`src/rtl/orw_pkg.sv`:
```
package orw_pkg;

  // Map a logical register number to a physical one for a given window.
  // Globals sit below n_glob; the rest form a ring of (n_loc+n_shr)*n_win.
  function automatic int log_to_phys(input int lidx, input int win,
                                     input int n_glob, input int n_loc,
                                     input int n_shr, input int n_win);
    int ring;
    int off;
    ring = (n_loc + n_shr) * n_win;
    if (lidx < n_glob) begin
      return lidx;
    end
    off = (lidx - n_glob) + (n_loc + n_shr) * win;
    if (off >= ring) begin
      off = off - ring;
    end
    return n_glob + off;
  endfunction

  // Next pointer value for one step up or down a ring of n_win windows.
  function automatic int ptr_step(input int cur, input bit up, input int n_win);
    if (up) begin
      return (cur == n_win - 1) ? 0 : cur + 1;
    end
    return (cur == 0) ? n_win - 1 : cur - 1;
  endfunction

endpackage

```
`src/rtl/orw_window_ptr.sv`:
```
module orw_window_ptr #(
  parameter int N_WIN = 4,
  parameter int CWP_W = 2
) (
  input  logic             clk,
  input  logic             rst_n,
  input  logic             call_stb,
  input  logic             ret_stb,
  output logic [CWP_W-1:0] cwp_q,
  output logic             wrap_q
);
  localparam logic [CWP_W-1:0] TOP_WIN = CWP_W'(N_WIN - 1);

  logic             call_only;
  logic             ret_only;
  logic [CWP_W-1:0] cwp_nx;
  logic             wrap_nx;

  assign call_only = call_stb & ~ret_stb;
  assign ret_only  = ret_stb & ~call_stb;

  always_comb begin
    cwp_nx  = cwp_q;
    wrap_nx = 1'b0;
    if (call_only) begin
      cwp_nx  = CWP_W'(orw_pkg::ptr_step(int'(cwp_q), 1'b1, N_WIN));
      wrap_nx = (cwp_q == TOP_WIN);
    end else if (ret_only) begin
      cwp_nx  = CWP_W'(orw_pkg::ptr_step(int'(cwp_q), 1'b0, N_WIN));
      wrap_nx = (cwp_q == '0);
    end
  end

  always_ff @(posedge clk or negedge rst_n) begin
    if (!rst_n) begin
      cwp_q  <= '0;
      wrap_q <= 1'b0;
    end else begin
      cwp_q  <= cwp_nx;
      wrap_q <= wrap_nx;
    end
  end
endmodule

```
`src/rtl/orw_addr_map.sv`:
```
module orw_addr_map #(
  parameter int N_GLOB = 10,
  parameter int N_LOC  = 10,
  parameter int N_SHR  = 6,
  parameter int N_WIN  = 4,
  parameter int LIDX_W = 5,
  parameter int PIDX_W = 7,
  parameter int CWP_W  = 2
) (
  input  logic [LIDX_W-1:0] lidx,
  input  logic [CWP_W-1:0]  win,
  output logic [PIDX_W-1:0] pidx
);
  always_comb begin
    pidx = PIDX_W'(orw_pkg::log_to_phys(int'(lidx), int'(win),
                                        N_GLOB, N_LOC, N_SHR, N_WIN));
  end
endmodule

```
`src/rtl/orw_regfile.sv`:
```
module orw_regfile #(
  parameter int DATA_W = 32,
  parameter int N_PHYS = 74,
  parameter int PIDX_W = 7
) (
  input  logic              clk,
  input  logic              rst_n,
  input  logic              wr_en,
  input  logic [PIDX_W-1:0] wr_pidx,
  input  logic [DATA_W-1:0] wr_data,
  input  logic [PIDX_W-1:0] rd_a_pidx,
  input  logic [PIDX_W-1:0] rd_b_pidx,
  output logic [DATA_W-1:0] rd_a_data,
  output logic [DATA_W-1:0] rd_b_data
);
  localparam logic [PIDX_W-1:0] LAST_P = PIDX_W'(N_PHYS - 1);

  logic [DATA_W-1:0] mem [N_PHYS];

  for (genvar p = 0; p < N_PHYS; p++) begin : g_reg
    logic hit;
    assign hit = wr_en && (wr_pidx == PIDX_W'(p));
    always_ff @(posedge clk or negedge rst_n) begin
      if (!rst_n) begin
        mem[p] <= '0;
      end else if (hit) begin
        mem[p] <= wr_data;
      end
    end
  end

  always_comb begin
    rd_a_data = (rd_a_pidx <= LAST_P) ? mem[rd_a_pidx] : '0;
    rd_b_data = (rd_b_pidx <= LAST_P) ? mem[rd_b_pidx] : '0;
  end
endmodule

```
`src/rtl/orw_file.sv`:
```
module orw_file #(
  parameter int DATA_W = 32,
  parameter int N_GLOB = 10,
  parameter int N_LOC  = 10,
  parameter int N_SHR  = 6,
  parameter int N_WIN  = 4,
  parameter int LIDX_W = $clog2(N_GLOB + N_LOC + 2 * N_SHR),
  parameter int CWP_W  = $clog2(N_WIN)
) (
  input  logic              clk,
  input  logic              rst_n,
  input  logic              call_stb,
  input  logic              ret_stb,
  input  logic [LIDX_W-1:0] rd_a_idx,
  output logic [DATA_W-1:0] rd_a_data,
  input  logic [LIDX_W-1:0] rd_b_idx,
  output logic [DATA_W-1:0] rd_b_data,
  input  logic              wr_en,
  input  logic [LIDX_W-1:0] wr_idx,
  input  logic [DATA_W-1:0] wr_data,
  output logic [CWP_W-1:0]  cwp,
  output logic              wrap_pulse
);
  localparam int N_PHYS = (N_LOC + N_SHR) * N_WIN + N_GLOB;
  localparam int PIDX_W = $clog2(N_PHYS);
  localparam int N_MAP  = 3;

  // Named internal events for the checker.
  logic [CWP_W-1:0]  cwp_q;
  logic              wrap_q;
  logic [PIDX_W-1:0] rd_a_phys;
  logic [PIDX_W-1:0] rd_b_phys;
  logic [PIDX_W-1:0] wr_phys;

  logic [LIDX_W-1:0] map_in  [N_MAP];
  logic [PIDX_W-1:0] map_out [N_MAP];

  orw_window_ptr #(
    .N_WIN (N_WIN),
    .CWP_W (CWP_W)
  ) u_ptr (
    .clk      (clk),
    .rst_n    (rst_n),
    .call_stb (call_stb),
    .ret_stb  (ret_stb),
    .cwp_q    (cwp_q),
    .wrap_q   (wrap_q)
  );

  assign map_in[0] = rd_a_idx;
  assign map_in[1] = rd_b_idx;
  assign map_in[2] = wr_idx;

  for (genvar k = 0; k < N_MAP; k++) begin : g_map
    orw_addr_map #(
      .N_GLOB (N_GLOB),
      .N_LOC  (N_LOC),
      .N_SHR  (N_SHR),
      .N_WIN  (N_WIN),
      .LIDX_W (LIDX_W),
      .PIDX_W (PIDX_W),
      .CWP_W  (CWP_W)
    ) u_map (
      .lidx (map_in[k]),
      .win  (cwp_q),
      .pidx (map_out[k])
    );
  end

  assign rd_a_phys = map_out[0];
  assign rd_b_phys = map_out[1];
  assign wr_phys   = map_out[2];

  orw_regfile #(
    .DATA_W (DATA_W),
    .N_PHYS (N_PHYS),
    .PIDX_W (PIDX_W)
  ) u_rf (
    .clk       (clk),
    .rst_n     (rst_n),
    .wr_en     (wr_en),
    .wr_pidx   (wr_phys),
    .wr_data   (wr_data),
    .rd_a_pidx (rd_a_phys),
    .rd_b_pidx (rd_b_phys),
    .rd_a_data (rd_a_data),
    .rd_b_data (rd_b_data)
  );

  assign cwp        = cwp_q;
  assign wrap_pulse = wrap_q;
endmodule

```
`config.mk`:
```
export PLATFORM = sky130hd
export DESIGN_NAME = orw_file
export DESIGN_NICKNAME = d
export VERILOG_FILES = /design/src/rtl/orw_pkg.sv /design/src/rtl/orw_window_ptr.sv /design/src/rtl/orw_addr_map.sv /design/src/rtl/orw_regfile.sv /design/src/rtl/orw_file.sv
export SDC_FILE = /design/constraint.sdc
export NUM_CORES = 2
export LEC_CHECK = 0
export BUFFER_PORTS_ARGS = -buffer_cell sky130_fd_sc_hd__buf_2
export CORE_MARGIN = 4
export CORE_UTILIZATION = 55
export DETAILED_ROUTE_END_ITERATION = 10
export PLACE_DENSITY = 0.75
export SLEW_MARGIN = 20
export SYNTH_ARGS = -nofsm -noshare
export SYNTH_HDL_FRONTEND = slang
export SYNTH_SLANG_ARGS = --single-unit
```
`constraint.sdc`:
```
create_clock -name clk -period 5.5 [get_ports clk]
set_clock_uncertainty 0.05 [all_clocks]
set_input_delay 0.275 -clock clk [delete_from_list [all_inputs] [get_ports clk]]
set_output_delay 0.275 -clock clk [all_outputs]
set_load 0.02 [all_outputs]
```
==> impl_metrics.tcl <==
set metrics [dict create \
    synthAdderAreaFrac_pct 0.231 \
    synth_top_area_share_pct 46.0 \
    vdd_drop_max_uv 479 \
    first_global_vias 92300 \
    hpwl_um 265000 \
    endpoint_kind "output pin" \
    vias 90200 \
    finalCriticalPeriod_ns 5.53 \
    synth.ff_latch_count 2371 \
    max_freq_mhz 181 \
    p_per_area_nw_per_um2 490 \
    grt_usage_pct 35.5 \
    yosysMostFrequentCell "dfrtp_1" \
    wl_per_cell_um 34.5 \
    synth_ff_type "dfrtp_1" \
    drcViolationCount 0 \
    hold_viol 0 \
    critPathLaunchType "flop" \
    holdWs_ns 0.00724 \
    drive_gt1_share_pct 46.7 \
    row_count 177 \
    syn-num-nets 9499 \
    synth_cell_types 61 \
    clockBufferDepth 3 \
    clk_latency_ns 0.89 \
    nNetsFinal 9295 \
    arrival_ns 5.21 \
    overflow 0 \
    crit_slowest_cell "a31oi_1" \
    hp-class "in -> async" \
    worstSetupPathType "reg -> out" \
    cts_max_level 4 \
    post_cts_buffers 0 \
    path_max_fanout 9 \
    violations "negative setup slack" \
    synth-compound-area-share_pct 2.85 \
    maxCapViolCount 0 \
    antenna_found_initial 39 \
    cpPeakStageDelay_ns 0.83 \
    yosys_warnings 0 \
    synthXorXnorAreaFrac_pct 0.155 \
    synthTopCellsByArea "dfrtp_1 (46%), mux4_2 (19%), mux2_2 (19%)" \
    cts_made_buffers 238 \
    fin_util_pct 61.2 \
    worstPathCellList "buf_4 > ha_1 > fa_1 > xor2_1 > nor2_1 > o221ai_1 > a31oi_1 > o41ai_1 > buf_4 > buf_2" \
    fin_ws_ns -0.0310 \
    synth_area_leader_cell "dfrtp_1" \
    first_pass_iters 6 \
    leakagePower_nw 64.0 \
    finalSetupViolations 2 \
    synthCells 9425 \
    path_clk_slew_ns 0.06 \
    async_reset_ff_share_pct 100 \
    dieArea_um2 242000 \
    core_um2 233000 \
    initial_core_util_pct 55.4 \
    synth.area.mux_share_pct 41.4 \
    grt_max_degree 160 \
    yosysSeqAreaShare_pct 46.0 \
    io_pins 119 \
    drt-total-wl_um 434000 \
    synth_commonest_cells "dfrtp_1 (2371), mux2_2 (2218), nand2_1 (1128)" \
    syn_area_um2 129000 \
    cp_data_required_time_ns 5.18 \
    synth_enable_flop_cells 0 \
    antenna_left 0 \
    crit_family "compound AO/OA/AOI/OAI gates" \
    die_y_um 492 \
    cts.sinks 2371 \
    tightestPinTransition_ns 1.34 \
    portBuffers 118 \
    rsz0062_at_grt "false" \
    avgViaCountPerCell 7.18 \
    cts_tree "done" \
    cp_num_buf_inv 3 \
    synth_top_family_by_area "multiplexers" \
    critPathMostFrequentCell "buf_4" \
    timing.final.crit_share_pct 101 \
    die_w_um 492 \
    cts_root_buf "clkbuf_16" \
    place.gp.congestion 0.972 \
    synth_area_per_cell_um2 13.7 \
    synthSimpleGateAreaFrac_pct 5.96 \
    status "finished with violations" \
    drv_slew 0 \
    first_iter_violations 12000 \
    fin_total_pwr_mw 69.8 \
    relSlewSlack_pct 9.96 \
    grt_first_pass_wirelength_um 632000 \
    area_growth_pct 10.5 \
]
## cell usage in the layout (no fill, tap or decap), types with 19 or more instances in the layout
cell type     n
buf_4       336
mux4_2     1115
mux2_2     2218
and3_1      110
mux2i_1     143
clkinv_2     46
bufinv_16    20
o41ai_1      42
clkbuf_16   240
a21oi_1     188
nand2_2      43
clkbuf_1     59
nand3_1     270
nor2_4       20
buf_2       112
nand2_1    1083
nor2_1       64
mux2_1      172
nor3_1      128
ha_1         19
buf_12      107
a311oi_1     69
a31oi_1      55
clkbuf_8     59
dfrtp_1    2371
o21ai_0      81
o22ai_1      20
## layer usage
metal | vias to the layer above | GRT usage (%) | routed length [µm]
li1 | 35000 | - | -
met1 | 47400 | 45.3 | 153000
met2 | 6110 | 52.4 | 193000
met3 | 1673 | 12.5 | 56000
met4 | 24 | 21.3 | 31900
met5 | - | 0 | 335
## report_power, final
group / internal, mW / leakage [nW] / switching, mW / total (mW)
clock: 9.74 / 4.00 / 7.26 / 17.0
combinational: 12.1 / 27.9 / 12.7 / 24.8
sequential: 23.5 / 32.0 / 4.48 / 28.0
## worst register-to-register path, stage by stage, from the launching register on
cell and delay [ns]:
dfrtp_1 0.42, buf_4 0.27, fa_1 0.48, or4_1 0.54, nand2_1 0.12, xnor2_2 0.18, o21ba_2 0.54, nor2_4 0.78
buf_4 0.51, mux2_2 0.40
## state kept, by name, indices dropped and copies added (netlist names)
signal / cells
u_ptr.cwp_q: 2
u_rf.mem: 2368
u_ptr.wrap_q: 1
## kinds of logic after synthesis
group	Yosys count
multiplexers	3648
flip-flops	2371
AND/OR/NAND/NOR	1774
buffers and inverters	1023
AO/OA/AOI/OAI	565
XOR/XNOR	22
adder cells (fa/ha/maj)	22
## through the flow
stage	instance area (µm²)	TNS, ns	worst slack, ns	instances
global placement	134000	0	0.313	12100
floorplan	129000	0	1.27	9425
detailed placement	134000	0	0.530	12100
CTS	143000	0	0.125	12600
finish	143000	-0.0487	-0.0310	12600
global route	143000	0	0.0727	12600
## what timing repair did
action | 4_1_cts | 5_1_grt
hold buffers | 5 | 0
resized for setup | 1 | 2
hold endpoints to repair | 92 | 0
setup endpoints to repair | 1 | 2
## final cells by class
class	instances	area [µm²]
tap	3132	3920
sequential	2371	59300
timing repair buffer	564	5340
inverter	15	56.3
clock inverter	85	1050
multi-input combinational	6031	65800
antenna	14	35.0
clock buffer	358	7040
fill	17200	90400
## final timing paths
| check | startpoint | cells after the start | slack [ns] | endpoint |
|---|---|---|---|---|
| max | u_ptr.cwp_q[0]$_DFFE_PN0P_ | 10 | -0.03 | rd_a_data[7] |
| min | rst_n | 2 | 0.007 | u_rf.mem[1680]$_DFFE_PN0P_ |
| max reg2reg | u_ptr.cwp_q[1]$_DFFE_PN0P_ | 9 | 1.11 | u_rf.mem[2184]$_DFFE_PN0P_ |
| min reg2reg | u_rf.mem[2274]$_DFFE_PN0P_ | 1 | 0.46 | u_rf.mem[2274]$_DFFE_PN0P_ |
| max in group asynchronous | rst_n | 4 | 3.74 | u_rf.mem[1112]$_DFFE_PN0P_ |
| min in group clk | wr_data[30] | 2 | 0.04 | u_rf.mem[638]$_DFFE_PN0P_ |
(Power assumes the default switching activity.)
